<file path="src/rtl/seq_flag_pkg.sv">
package seq_flag_pkg;
  localparam int SEQ_SLOTS  = 10;
  localparam int SLOT_IDX_W = $clog2(SEQ_SLOTS);

  typedef enum logic [2:0] {
    RD_NONE, RD_RES, RD_FLAG, RD_CMPEN, RD_CMPOP, RD_CTRL
  } rdSel_e;

  typedef struct packed {
    logic                  resWr;
    logic                  resRd;
    logic                  flagWr;
    logic                  cmpEnWr;
    logic                  cmpOpWr;
    logic                  ctrlWr;
    logic                  seqStart;
    rdSel_e                rdSel;
    logic [SLOT_IDX_W-1:0] slot;
  } busStrobe_t;
endpackage

</file>
<file path="src/rtl/seq_flag_ctl.sv">
module seq_flag_ctl
  import seq_flag_pkg::*;
#(
  parameter int NUM_SLOTS = SEQ_SLOTS,
  parameter int ADDR_W    = 5
) (
  input  logic              wrEn,
  input  logic              rdEn,
  input  logic [ADDR_W-1:0] addr,
  output busStrobe_t        strb
);
  localparam logic [ADDR_W-1:0] A_FLAG  = ADDR_W'(NUM_SLOTS);
  localparam logic [ADDR_W-1:0] A_CMPEN = ADDR_W'(NUM_SLOTS + 1);
  localparam logic [ADDR_W-1:0] A_CMPOP = ADDR_W'(NUM_SLOTS + 2);
  localparam logic [ADDR_W-1:0] A_CTRL  = ADDR_W'(NUM_SLOTS + 3);
  localparam logic [ADDR_W-1:0] A_START = ADDR_W'(NUM_SLOTS + 4);

  logic isRes;
  assign isRes = addr < A_FLAG;

  always_comb begin
    strb          = '0;
    strb.slot     = SLOT_IDX_W'(addr);
    strb.resWr    = wrEn && isRes;
    strb.resRd    = rdEn && isRes;
    strb.flagWr   = wrEn && (addr == A_FLAG);
    strb.cmpEnWr  = wrEn && (addr == A_CMPEN);
    strb.cmpOpWr  = wrEn && (addr == A_CMPOP);
    strb.ctrlWr   = wrEn && (addr == A_CTRL);
    strb.seqStart = wrEn && (addr == A_START);
    if (isRes)                strb.rdSel = RD_RES;
    else if (addr == A_FLAG)  strb.rdSel = RD_FLAG;
    else if (addr == A_CMPEN) strb.rdSel = RD_CMPEN;
    else if (addr == A_CMPOP) strb.rdSel = RD_CMPOP;
    else if (addr == A_CTRL)  strb.rdSel = RD_CTRL;
    else                      strb.rdSel = RD_NONE;
  end
endmodule

</file>
<file path="src/rtl/seq_flag_dp.sv">
module seq_flag_dp
  import seq_flag_pkg::*;
#(
  parameter int NUM_SLOTS = SEQ_SLOTS,
  parameter int DATA_W    = 12,
  parameter int BUS_W     = 12
) (
  input  logic                  clk,
  input  logic                  rstN,
  input  busStrobe_t            strb,
  input  logic [BUS_W-1:0]      wrData,
  output logic [BUS_W-1:0]      rdData,
  input  logic                  doneValid,
  input  logic [SLOT_IDX_W-1:0] doneSlot,
  input  logic [DATA_W-1:0]     doneResult,
  output logic [NUM_SLOTS-1:0]  flagVec,
  output logic                  cmpIrq,
  output logic                  fastClear,
  output logic                  irqEn
);
  logic [DATA_W-1:0]    resReg [NUM_SLOTS];
  logic [NUM_SLOTS-1:0] cmpEn, cmpOp, cmpHit, flags;

  always_ff @(posedge clk or negedge rstN) begin
    if (!rstN) begin
      cmpEn     <= '0;
      cmpOp     <= '0;
      fastClear <= 1'b0;
      irqEn     <= 1'b0;
    end else begin
      if (strb.cmpEnWr) cmpEn <= wrData[NUM_SLOTS-1:0];
      if (strb.cmpOpWr) cmpOp <= wrData[NUM_SLOTS-1:0];
      if (strb.ctrlWr) begin
        fastClear <= wrData[0];
        irqEn     <= wrData[1];
      end
    end
  end

  for (genvar g = 0; g < NUM_SLOTS; g++) begin : gSlot
    logic slotDone, cmpTrue, setFlag, busSel, clrFlag;
    assign slotDone = doneValid && (doneSlot == SLOT_IDX_W'(g));
    assign cmpTrue  = cmpOp[g] ? (doneResult >  resReg[g])
                               : (doneResult <= resReg[g]);
    assign setFlag  = slotDone && (!cmpEn[g] || cmpTrue);
    assign busSel   = strb.slot == SLOT_IDX_W'(g);
    assign clrFlag  = (strb.flagWr && !fastClear && wrData[g]) ||
                      (fastClear && busSel &&
                       ((strb.resRd && !cmpEn[g]) || (strb.resWr && cmpEn[g])));

    always_ff @(posedge clk or negedge rstN) begin
      if (!rstN) begin
        flags[g]  <= 1'b0;
        cmpHit[g] <= 1'b0;
      end else if (strb.seqStart) begin
        flags[g]  <= 1'b0;
        cmpHit[g] <= 1'b0;
      end else if (setFlag) begin
        flags[g]  <= 1'b1;
        cmpHit[g] <= cmpEn[g];
      end else if (clrFlag) begin
        flags[g]  <= 1'b0;
        cmpHit[g] <= 1'b0;
      end
    end

    always_ff @(posedge clk or negedge rstN) begin
      if (!rstN)                      resReg[g] <= '0;
      else if (slotDone && !cmpEn[g]) resReg[g] <= doneResult;
      else if (strb.resWr && busSel)  resReg[g] <= wrData[DATA_W-1:0];
    end
  end

  assign flagVec = flags;
  assign cmpIrq  = irqEn && |(flags & cmpHit);

  always_comb begin
    rdData = '0;
    case (strb.rdSel)
      RD_RES:   rdData[DATA_W-1:0]    = resReg[strb.slot];
      RD_FLAG:  rdData[NUM_SLOTS-1:0] = flags;
      RD_CMPEN: rdData[NUM_SLOTS-1:0] = cmpEn;
      RD_CMPOP: rdData[NUM_SLOTS-1:0] = cmpOp;
      RD_CTRL:  rdData[1:0]           = {irqEn, fastClear};
      default:  rdData = '0;
    endcase
  end
endmodule

</file>
<file path="src/rtl/seq_flag_ctrl.sv">
module seq_flag_ctrl
  import seq_flag_pkg::*;
#(
  parameter int NUM_SLOTS = SEQ_SLOTS,
  parameter int DATA_W    = 12,
  parameter int ADDR_W    = 5,
  parameter int BUS_W     = (NUM_SLOTS > DATA_W) ? NUM_SLOTS : DATA_W
) (
  input  logic                  clk,
  input  logic                  rstN,
  input  logic                  wrEn,
  input  logic                  rdEn,
  input  logic [ADDR_W-1:0]     addr,
  input  logic [BUS_W-1:0]      wrData,
  output logic [BUS_W-1:0]      rdData,
  input  logic                  doneValid,
  input  logic [SLOT_IDX_W-1:0] doneSlot,
  input  logic [DATA_W-1:0]     doneResult,
  output logic [NUM_SLOTS-1:0]  flagVec,
  output logic                  cmpIrq
);
  busStrobe_t strb;
  logic       fastClear, irqEn;

  seq_flag_ctl #(.NUM_SLOTS(NUM_SLOTS), .ADDR_W(ADDR_W)) ctl_i (
    .wrEn(wrEn), .rdEn(rdEn), .addr(addr), .strb(strb)
  );

  seq_flag_dp #(.NUM_SLOTS(NUM_SLOTS), .DATA_W(DATA_W), .BUS_W(BUS_W)) dp_i (
    .clk(clk), .rstN(rstN), .strb(strb), .wrData(wrData), .rdData(rdData),
    .doneValid(doneValid), .doneSlot(doneSlot), .doneResult(doneResult),
    .flagVec(flagVec), .cmpIrq(cmpIrq), .fastClear(fastClear), .irqEn(irqEn)
  );
endmodule

</file>
<file path="config.mk">
export PLATFORM = sky130hd
export DESIGN_NAME = seq_flag_ctrl
export DESIGN_NICKNAME = d
export VERILOG_FILES = /design/src/rtl/seq_flag_pkg.sv /design/src/rtl/seq_flag_ctl.sv /design/src/rtl/seq_flag_dp.sv /design/src/rtl/seq_flag_ctrl.sv
export SDC_FILE = /design/constraint.sdc
export NUM_CORES = 1
export LEC_CHECK = 0
export BUFFER_PORTS_ARGS = -buffer_cell sky130_fd_sc_hd__buf_2
export CAP_MARGIN = 15
export CORE_MARGIN = 8
export CORE_UTILIZATION = 35
export DETAILED_ROUTE_END_ITERATION = 10
export PLACE_DENSITY_LB_ADDON = 0.05
export SYNTH_ARGS = -nofsm -noshare
export SYNTH_HDL_FRONTEND = slang
export SYNTH_HIERARCHICAL = 1
export SYNTH_SLANG_ARGS = --single-unit
</file>
<file path="constraint.sdc">
create_clock -name clk -period 4.8 [get_ports clk]
set_input_delay 0.24 -clock clk [delete_from_list [all_inputs] [get_ports clk]]
set_output_delay 0.24 -clock clk [all_outputs]
set_load 0.03 [all_outputs]
</file>
=== Word-level counts from Yosys, hierarchy flattened ===
Index checks and enable logic that the tools add are counted.

* Input bits: 38
* Output and inout port bits: 23
* Register bits after elaboration: 162
* Logic and storage cells: 340

* Bitwise gates (word level): 2
* Order comparisons: 22
* Reductions and logical operators: 163
* Equality and inequality tests: 28
* Multiplexer cells: 91

{| class="wikitable"
|+ Operators with widths
! cell !! count
|-
| two-way mux 12 bit || 22
|-
| greater-than comparator 12 bit || 10
|-
| less-or-equal comparator 12 bit || 10
|-
| logical AND 1 bit || 99
|-
| two-way mux 1 bit || 60
|-
| binary-select mux 12 bit (select 4 bit) || 1
|-
| equality test 4 x 3 -> 1 bit, second input constant || 8
|-
| case mux 8 bit (4 select lines) || 1
|-
| logical OR 1 bit || 30
|-
| nonzero test 3 bit || 10
|-
| equality test 5 x 4 -> 1 bit, second input constant || 5
|-
| nonzero test 2 bit || 10
|-
| equality test 4 x 2 -> 1 bit, second input constant || 4
|-
| equality test 4 bit, second input constant || 4
|-
| two-way mux 3 bit || 5
|-
| zero test 1 bit || 11
|-
| bitwise AND 10 bit || 1
|-
| case mux 2 bit (5 select lines) || 1
|-
| OR reduction 10 bit || 1
|-
| equality test 4 x 1 -> 1 bit, second input constant || 2
|-
| zero test 4 bit || 2
|-
| equality test 3 x 2 -> 1 bit, second input constant || 2
|-
| equality test 3 bit, second input constant || 2
|-
| greater-or-equal comparator 5 bit, second input constant || 1
|-
| other kinds (4) || 4
|}

=== Longest topological paths before layout ===
Gate-level depths: netlist of the first run.

* Depth in word-level cells: 9
* Mapped depth: 9
* Mapped depth without buffers: 8

=== Hierarchy ===
The synthesis of the first run kept the hierarchy.

{| class="wikitable"
|+ Modules (own cells, without submodules)
! module !! instances !! area an instance (um^2) !! sequential area each (um^2) !! cells an instance
|-
| seq_flag_dp || 1 || 12,573.3 || 4,053.9 || 1,367
|-
| seq_flag_ctl || 1 || 152.6 || 0.0 || 23
|}

=== Least setup slack after synthesis of the first run ===
No wires, ideal clock.

* Kind: input port to output port
* From: input port addr[3]
* To: output port rdData[10]
* Slack: 2,651 ps
* Data arrival time: 1,909 ps
* Stages: 6
* Path buffers: 2
* Required time: 4,560 ps
* Cell sequence: and3b_1 > a311oi_1 > clkbuf_1 > buf_2 > nand2b_1 > nor3_1

{| class="wikitable"
|+ RTL lines
! element !! RTL line !! text
|-
| start: declaration || seq_flag_ctrl.sv:13 || <nowiki>input logic [ADDR_W-1:0] addr,</nowiki>
|-
| end: declaration || seq_flag_ctrl.sv:15 || <nowiki>output logic [BUS_W-1:0] rdData,</nowiki>
|}

==> impl_metrics.py, run 1 <==
metrics = {
    "floorplanning": {
        "die_x_um": 207,
        "floorplan.die.height_um": 207,
        "floorplan.core_area_mm2": 0.0362,
        "boundaryPins": 61,
        "dieArea_mm2": 0.0427,
        "fp-row-count": 70,
        "initial_core_util": 0.352,
    },
    "final_layout": {
        "nets": 1561,
        "layout_common_cells": "nand2_1, dfrtp_1, mux2i_1",
        "final_cells": 1884,
        "num_antenna_cells": 0,
        "areaGrowthSynthToFinish_pct": 10.0,
        "drive_above_1_share": 0.145,
        "final_common_cell": "nand2_1",
    },
    "sta": {
        "fin_crit_sh": 0.642,
        "worst_pin_slew_ps": 1150,
        "max_clock_freq_mhz": 325,
        "hold_viol_final": 0,
        "slew_headroom": 0.231,
        "period_minus_slack_ps": 3080,
        "clock_skew_ps": 10.4,
        "finalSetupViolCount": 0,
        "rsz0062_at_grt": "false",
        "drv_slew": 0,
        "setup-tns-final_ps": 0,
    },
    "synthesis": {
        "netlist_area_mm2": 0.0127,
        "synth_cell_types": 61,
        "synth_nets": 1548,
        "synth_xor_area_frac": 0,
        "synthAdderAreaFrac": 0.118,
        "ys_ff_latch": 162,
        "synth-simple-area-share": 0.161,
        "synth_area_per_cell_um2": 9.16,
        "seq_area_frac_synth": 0.319,
        "syn-instance-count": 1390,
        "synth_top_family_by_area": "multiplexers",
        "synth_mux_area_frac": 0.181,
        "ys_warn_count": 6,
        "synth_compound_area_frac": 0.153,
    },
    "grt": {
        "grt_pass1_wl_um": 67100,
        "grt_use_total": 0.213,
        "grt_pass1_vias": 10300,
        "antenna_found_initial": 0,
        "gr-total-overflow": 0,
        "grt_max_degree": 67,
    },
    "pwr": {
        "p_leak_nw": 6.32,
        "power.density_mw_per_mm2": 390,
        "power.share.sequential": 0.395,
        "total_power_mw": 5.46,
        "pwr-share-clk": 0.277,
        "comb_power_share": 0.328,
        "ir_drop_mv": 0.270,
        "p_int_mw": 3.37,
        "sw_frac_of_total": 0.382,
        "p_switching_mw": 2.09,
    },
    "job": {
        "cap_violations": 0,
    },
    "clock_network": {
        "root_buffer": "clkbuf_16",
        "clk_path_buf_depth": 2,
        "cts_tree": "built",
        "insertion_delay_ps": 450,
        "cts_sinks": 162,
        "cts.clk_slew.worst_paths_ps": 70,
        "h-tree-depth": 4,
        "cts_resized": 0,
        "cts_buffers": 17,
    },
    "setup_path": {
        "cp_cell_sequence": "buf_2 -> nor3_1 -> buf_4 -> nor3b_1 -> nand2_1 -> o21ai_1 -> buf_2",
        "crit_type": "in -> out",
        "cp.required_ps": 4560,
        "cp_common_cell": "buf_2",
        "crit_fanout": 30,
        "critPathMaxStageDelay_ps": 910,
        "crit_path_end_kind": "output pin",
        "worst_ep_arrival_time_ps": 2840,
        "cp_slowest_cell": "nor3b_1",
        "startpoint_type": "input pin",
    },
    "place": {
        "gp_congestion": 0.826,
        "dpl.hpwl_um": 32900,
        "portBuffers": 60,
        "dp.cells": 1851,
    },
    "route": {
        "vias": 10400,
        "via_per_inst": 5.50,
        "first_pass_iters": 5,
        "ant_nets": 0,
        "first_iter_violations": 606,
        "wirelength_um": 43900,
        "wl_per_cell_um": 23.3,
        "drcViolationCount": 0,
    },
    "run_status": {
        "status": "finished clean",
    },
    "min_path": {
        "holdCritPathClass": "in -> reg",
    },
}
worst paths after layout:
kind	from	to	slack, ps	cells after the start
max in group asynchronous	rstN	dp_i/cmpHit[7]$_DFFE_PN0P_	3230	3
setup reg to reg	dp_i/resReg[33]$_DFFE_PN0P_	dp_i/flagVec[7]$_DFFE_PN0P_	2600	8
min in group asynchronous	rstN	dp_i/cmpOp[9]$_DFFE_PN0P_	350	2
setup / recovery	addr[2]	rdData[2]	1720	7
hold / removal	doneResult[0]	dp_i/resReg[36]$_DFFE_PN0P_	170	3
hold reg to reg	dp_i/cmpHit[1]$_DFFE_PN0P_	dp_i/cmpHit[1]$_DFFE_PN0P_	560	2
power by group through the flow:
stage                     Sequential (mW)  Combinational, mW  Clock [mW]
after CTS                            2.15               1.81        1.54
after global placement               2.18               1.77           0
after floorplan                      2.01               1.27           0
after detailed placement             2.17               1.80           0
after global routing                 2.21               2.04        1.60
final                                2.15               1.79        1.51
flip-flops by register name, indices dropped and copies added (netlist names):
register / count
dp_i/cmpEn: 10
dp_i/cmpHit: 10
dp_i/cmpOp: 10
dp_i/fastClear: 1
dp_i/flagVec: 10
dp_i/irqEn: 1
dp_i/resReg: 120
what timing repair did:
item,CTS,global route
setup buffers,0,0
endpoints found under the hold margin,64,0
hold buffers,1,0
worst max-delay path: cells and delay by family:
kind                   cells  cell delay [ps]
AOI/OAI and AO/OA          1              150
and+or+nand+nor            3             1400
buffers and inverters      3             1050
layer usage:
metal	vias to the layer above	share of wire	GRT usage
met1	5122	0.48	0.294
met5	-	0	0
met2	161	0.47	0.345
met4	0	0.019	0.0571
li1	5039	-	-
met3	37	0.030	0.0311
through the flow:
stage	hold WS (ps)	worst slack [ps]	cell area, µm²	util
after floorplan	-55.6	2650	12700	-
after global routing	162	1580	14000	0.387
final	167	1720	14000	0.387
after detailed placement	292	1790	13400	0.370
after global placement	292	1690	13400	0.369
after CTS	144	1790	14000	0.387
synth_stat cells, drive strengths merged:
cell    count  share of area
nand3b      4         0.0036
a31o        9         0.0062
or3        12         0.0059
a311o       1        0.00079
nor4b       2         0.0026
a22oi      19          0.011
nor4        3         0.0020
clkbuf     43          0.013
inv       114          0.034
ha        120           0.12
o21ai     151          0.059
or2b        1        0.00059
a41oi       1        0.00069
mux4       24          0.042
nand4      48          0.024
nor4bb      1        0.00079
nand4b     12         0.0083
mux2       29          0.026
and3b       2         0.0014
or2         1        0.00049
and3       10         0.0049
a311oi      3         0.0030
a31oi       1        0.00049
dfrtp     162           0.32
o211ai     12         0.0071
a21oi      50          0.020
a21o       11         0.0065
a221oi     12          0.012
a211o      10         0.0069
nor2b      13         0.0064
o221ai      2         0.0014
nand3      31          0.012
nand2     186          0.055
o311ai      2         0.0014
nor3       10         0.0043
mux2i     144           0.11
nand2b     15         0.0074
buf        47          0.022
nor3b      11         0.0081
or4b        1         0.0011
o21a        1        0.00059
nor2       38          0.012
o21ba      10         0.0079
a22o       11         0.0076
layout make-up:
class	instances	area, µm²
fill	3714	22200
inverter	114	428
clock buffer	22	454
tap	468	586
sequential	162	4050
clock inverter	10	156
multi-input combinational	1024	7830
timing repair buffer	84	493
cells by family after synthesis:
logic type	count (synthesis)
adder cells (fa/ha/maj)	120
flip-flops	162
AND/OR/NAND/NOR	401
AO/OA/AOI/OAI	306
multiplexers	197
buffers and inverters	204
Power figures use the tool's default switching activity.
==> run 2, diff against run 1 <==
clock period = 2.55 ns   (was 4.8 ns; I/O delays follow)
==> run 2 against run 1 <==
First-iteration DRC count is 28% higher. Worst setup slack worse by 1600 ps. Clock power is 77% higher. Sequential cell count stayed put. Wire length is 0.33% lower. Largest cell class unchanged.
==> impl_metrics.py, run 2 (synthesis results as in run 1) <==
metrics = {
    "clock_network": {
        "post_cts_buffers": 0,
        "postCtsHoldBufs": 1,
        "cts_resized": 0,
        "cts.clk_slew.worst_paths_ps": 70,
        "cts_sinks": 162,
        "h-tree-depth": 4,
        "cts_tree": "built",
        "clk_path_buf_depth": 2,
        "insertion_delay_ps": 440,
        "cts_buffers": 17,
        "root_buffer": "clkbuf_16",
    },
    "setup_path": {
        "worst_ep_arrival_time_ps": 2320,
        "rrSetupSlack_ps": 320,
        "startpoint_type": "flip-flop",
        "reg2reg_depth": 8,
        "cp-startpoint": "dp_i/resReg[44]$_DFFE_PN0P_",
        "cp.required_ps": 2420,
        "crit_type": "reg -> out",
        "r2r_end": "dp_i/flagVec[6]$_DFFE_PN0P_",
        "crit_path_end_kind": "output pin",
        "crit_fanout": 3,
        "r2r_start": "dp_i/resReg[45]$_DFFE_PN0P_",
    },
    "pwr": {
        "ir_drop_mv": 0.458,
        "p_leak_nw": 6.54,
        "power.density_mw_per_mm2": 705,
        "total_power_mw": 10.1,
    },
    "final_layout": {
        "nets": 1602,
        "largest_register_ffs": 120,
        "n_fill_cell": 3627,
        "final_common_cell": "nand2_1",
        "top_register": "dp_i/resReg",
        "seqCellArea_mm2": 0.00405,
        "fin_util": 0.398,
        "areaGrowthSynthToFinish_pct": 13.0,
        "multiInputGateArea_mm2": 0.00783,
        "layout_common_cells": "nand2_1, dfrtp_1, mux2i_1",
        "num_antenna_cells": 0,
        "drive_above_1_share": 0.170,
    },
    "route": {
        "first_iter_violations": 773,
        "wirelength_um": 43800,
        "first_pass_iters": 5,
        "ant_nets": 0,
        "drcViolationCount": 0,
        "vias": 10500,
        "wl_per_cell_um": 22.8,
        "via_per_inst": 5.45,
    },
    "floorplanning": {
        "floorplan.die.height_um": 207,
        "fp-row-count": 70,
        "dieArea_mm2": 0.0427,
        "floorplan.core_area_mm2": 0.0362,
        "die_x_um": 207,
        "initial_core_util": 0.352,
        "boundaryPins": 61,
    },
    "sta": {
        "drv_slew": 0,
        "period_minus_slack_ps": 2450,
        "finalSetupViolCount": 0,
        "max_clock_freq_mhz": 409,
        "clock_skew_ps": 10.5,
        "fin_crit_sh": 0.959,
        "slew_headroom": 0.252,
        "rsz0062_at_grt": "false",
        "hold_viol_final": 0,
        "setup-tns-final_ps": 0,
        "worst_pin_slew_ps": 1120,
    },
    "run_status": {
        "status": "finished clean",
    },
    "grt": {
        "antenna_found_initial": 0,
        "grt_use_total": 0.211,
        "grt_max_degree": 61,
        "grt_pass1_wl_um": 66800,
        "grt_pass1_vias": 10500,
        "gr-total-overflow": 0,
    },
    "place": {
        "gp_congestion": 0.821,
        "portBuffers": 60,
        "dpl.hpwl_um": 33500,
    },
    "min_path": {
        "hold-path-endpoint": "dp_i/resReg[58]$_DFFE_PN0P_",
        "hold_path_depth": 4,
        "min_from": "doneResult[10]",
        "holdCritPathClass": "in -> reg",
    },
    "job": {
        "cap_violations": 0,
    },
}
## run 2: cell types whose count changed in the layout (fill, tap and decap cells not counted), sizes merged
cell      delta
buf         +41
clkinvlp     +1
bufinv       -2
## run 2: per-stage QoR
stage          hold WS [ps]  setup WS (ps)  cells  instance area [µm²]
3_3_place_gp            144            162   1892                13800
5_1_grt                 106           32.8   1924                14400
6_report                110            104   1924                14400
2_1_floorplan          -168            552   1390                12700
4_1_cts                85.3           75.1   1924                14400
3_5_place_dp            144            161   1892                13800
## run 2: metal layers
| metal | global-route usage | share of wire |
|---|---|---|
| met4 | 0.0511 | 0.017 |
| met1 | 0.289 | 0.48 |
| met3 | 0.0329 | 0.035 |
| met2 | 0.344 | 0.46 |
| met5 | 0 | 0 |
## run 2: critical path, stage by stage (launching register included)
cell	delay [ps]
dfrtp_1	430
mux4_2	520
mux2i_1	230
o21ai_1	180
a22oi_1	220
o21ai_1	110
buf_2	190
## run 2: area by class of cell
class,count,area share
multi-input cells,1024,0.544
flip-flops and latches,162,0.282
repair buffers,125,0.0632
well taps,468,0.0407
clock buffers,22,0.0330
inverters,114,0.0297
clock inverters,9,0.00722
## run 2: worst max-delay path by stage
stage / to / slack (ps) / cells past startpoint
after floorplan: dp_i/cmpHit[5]$_DFFE_PN0P_ / 550 / 9
after global placement: dp_i/cmpHit[2]$_DFFE_PN0P_ / 160 / 8
after detailed placement: dp_i/cmpHit[3]$_DFFE_PN0P_ / 160 / 8
after CTS: rdData[8] / 80 / 6
after global routing: rdData[1] / 30 / 9
final: rdData[8] / 100 / 6
## run 2: power by group
part	total [mW]	switching, mW	internal [mW]
Clock	2.67	1.15	1.51
Sequential	3.98	0.752	3.23
Combinational	3.49	1.94	1.54
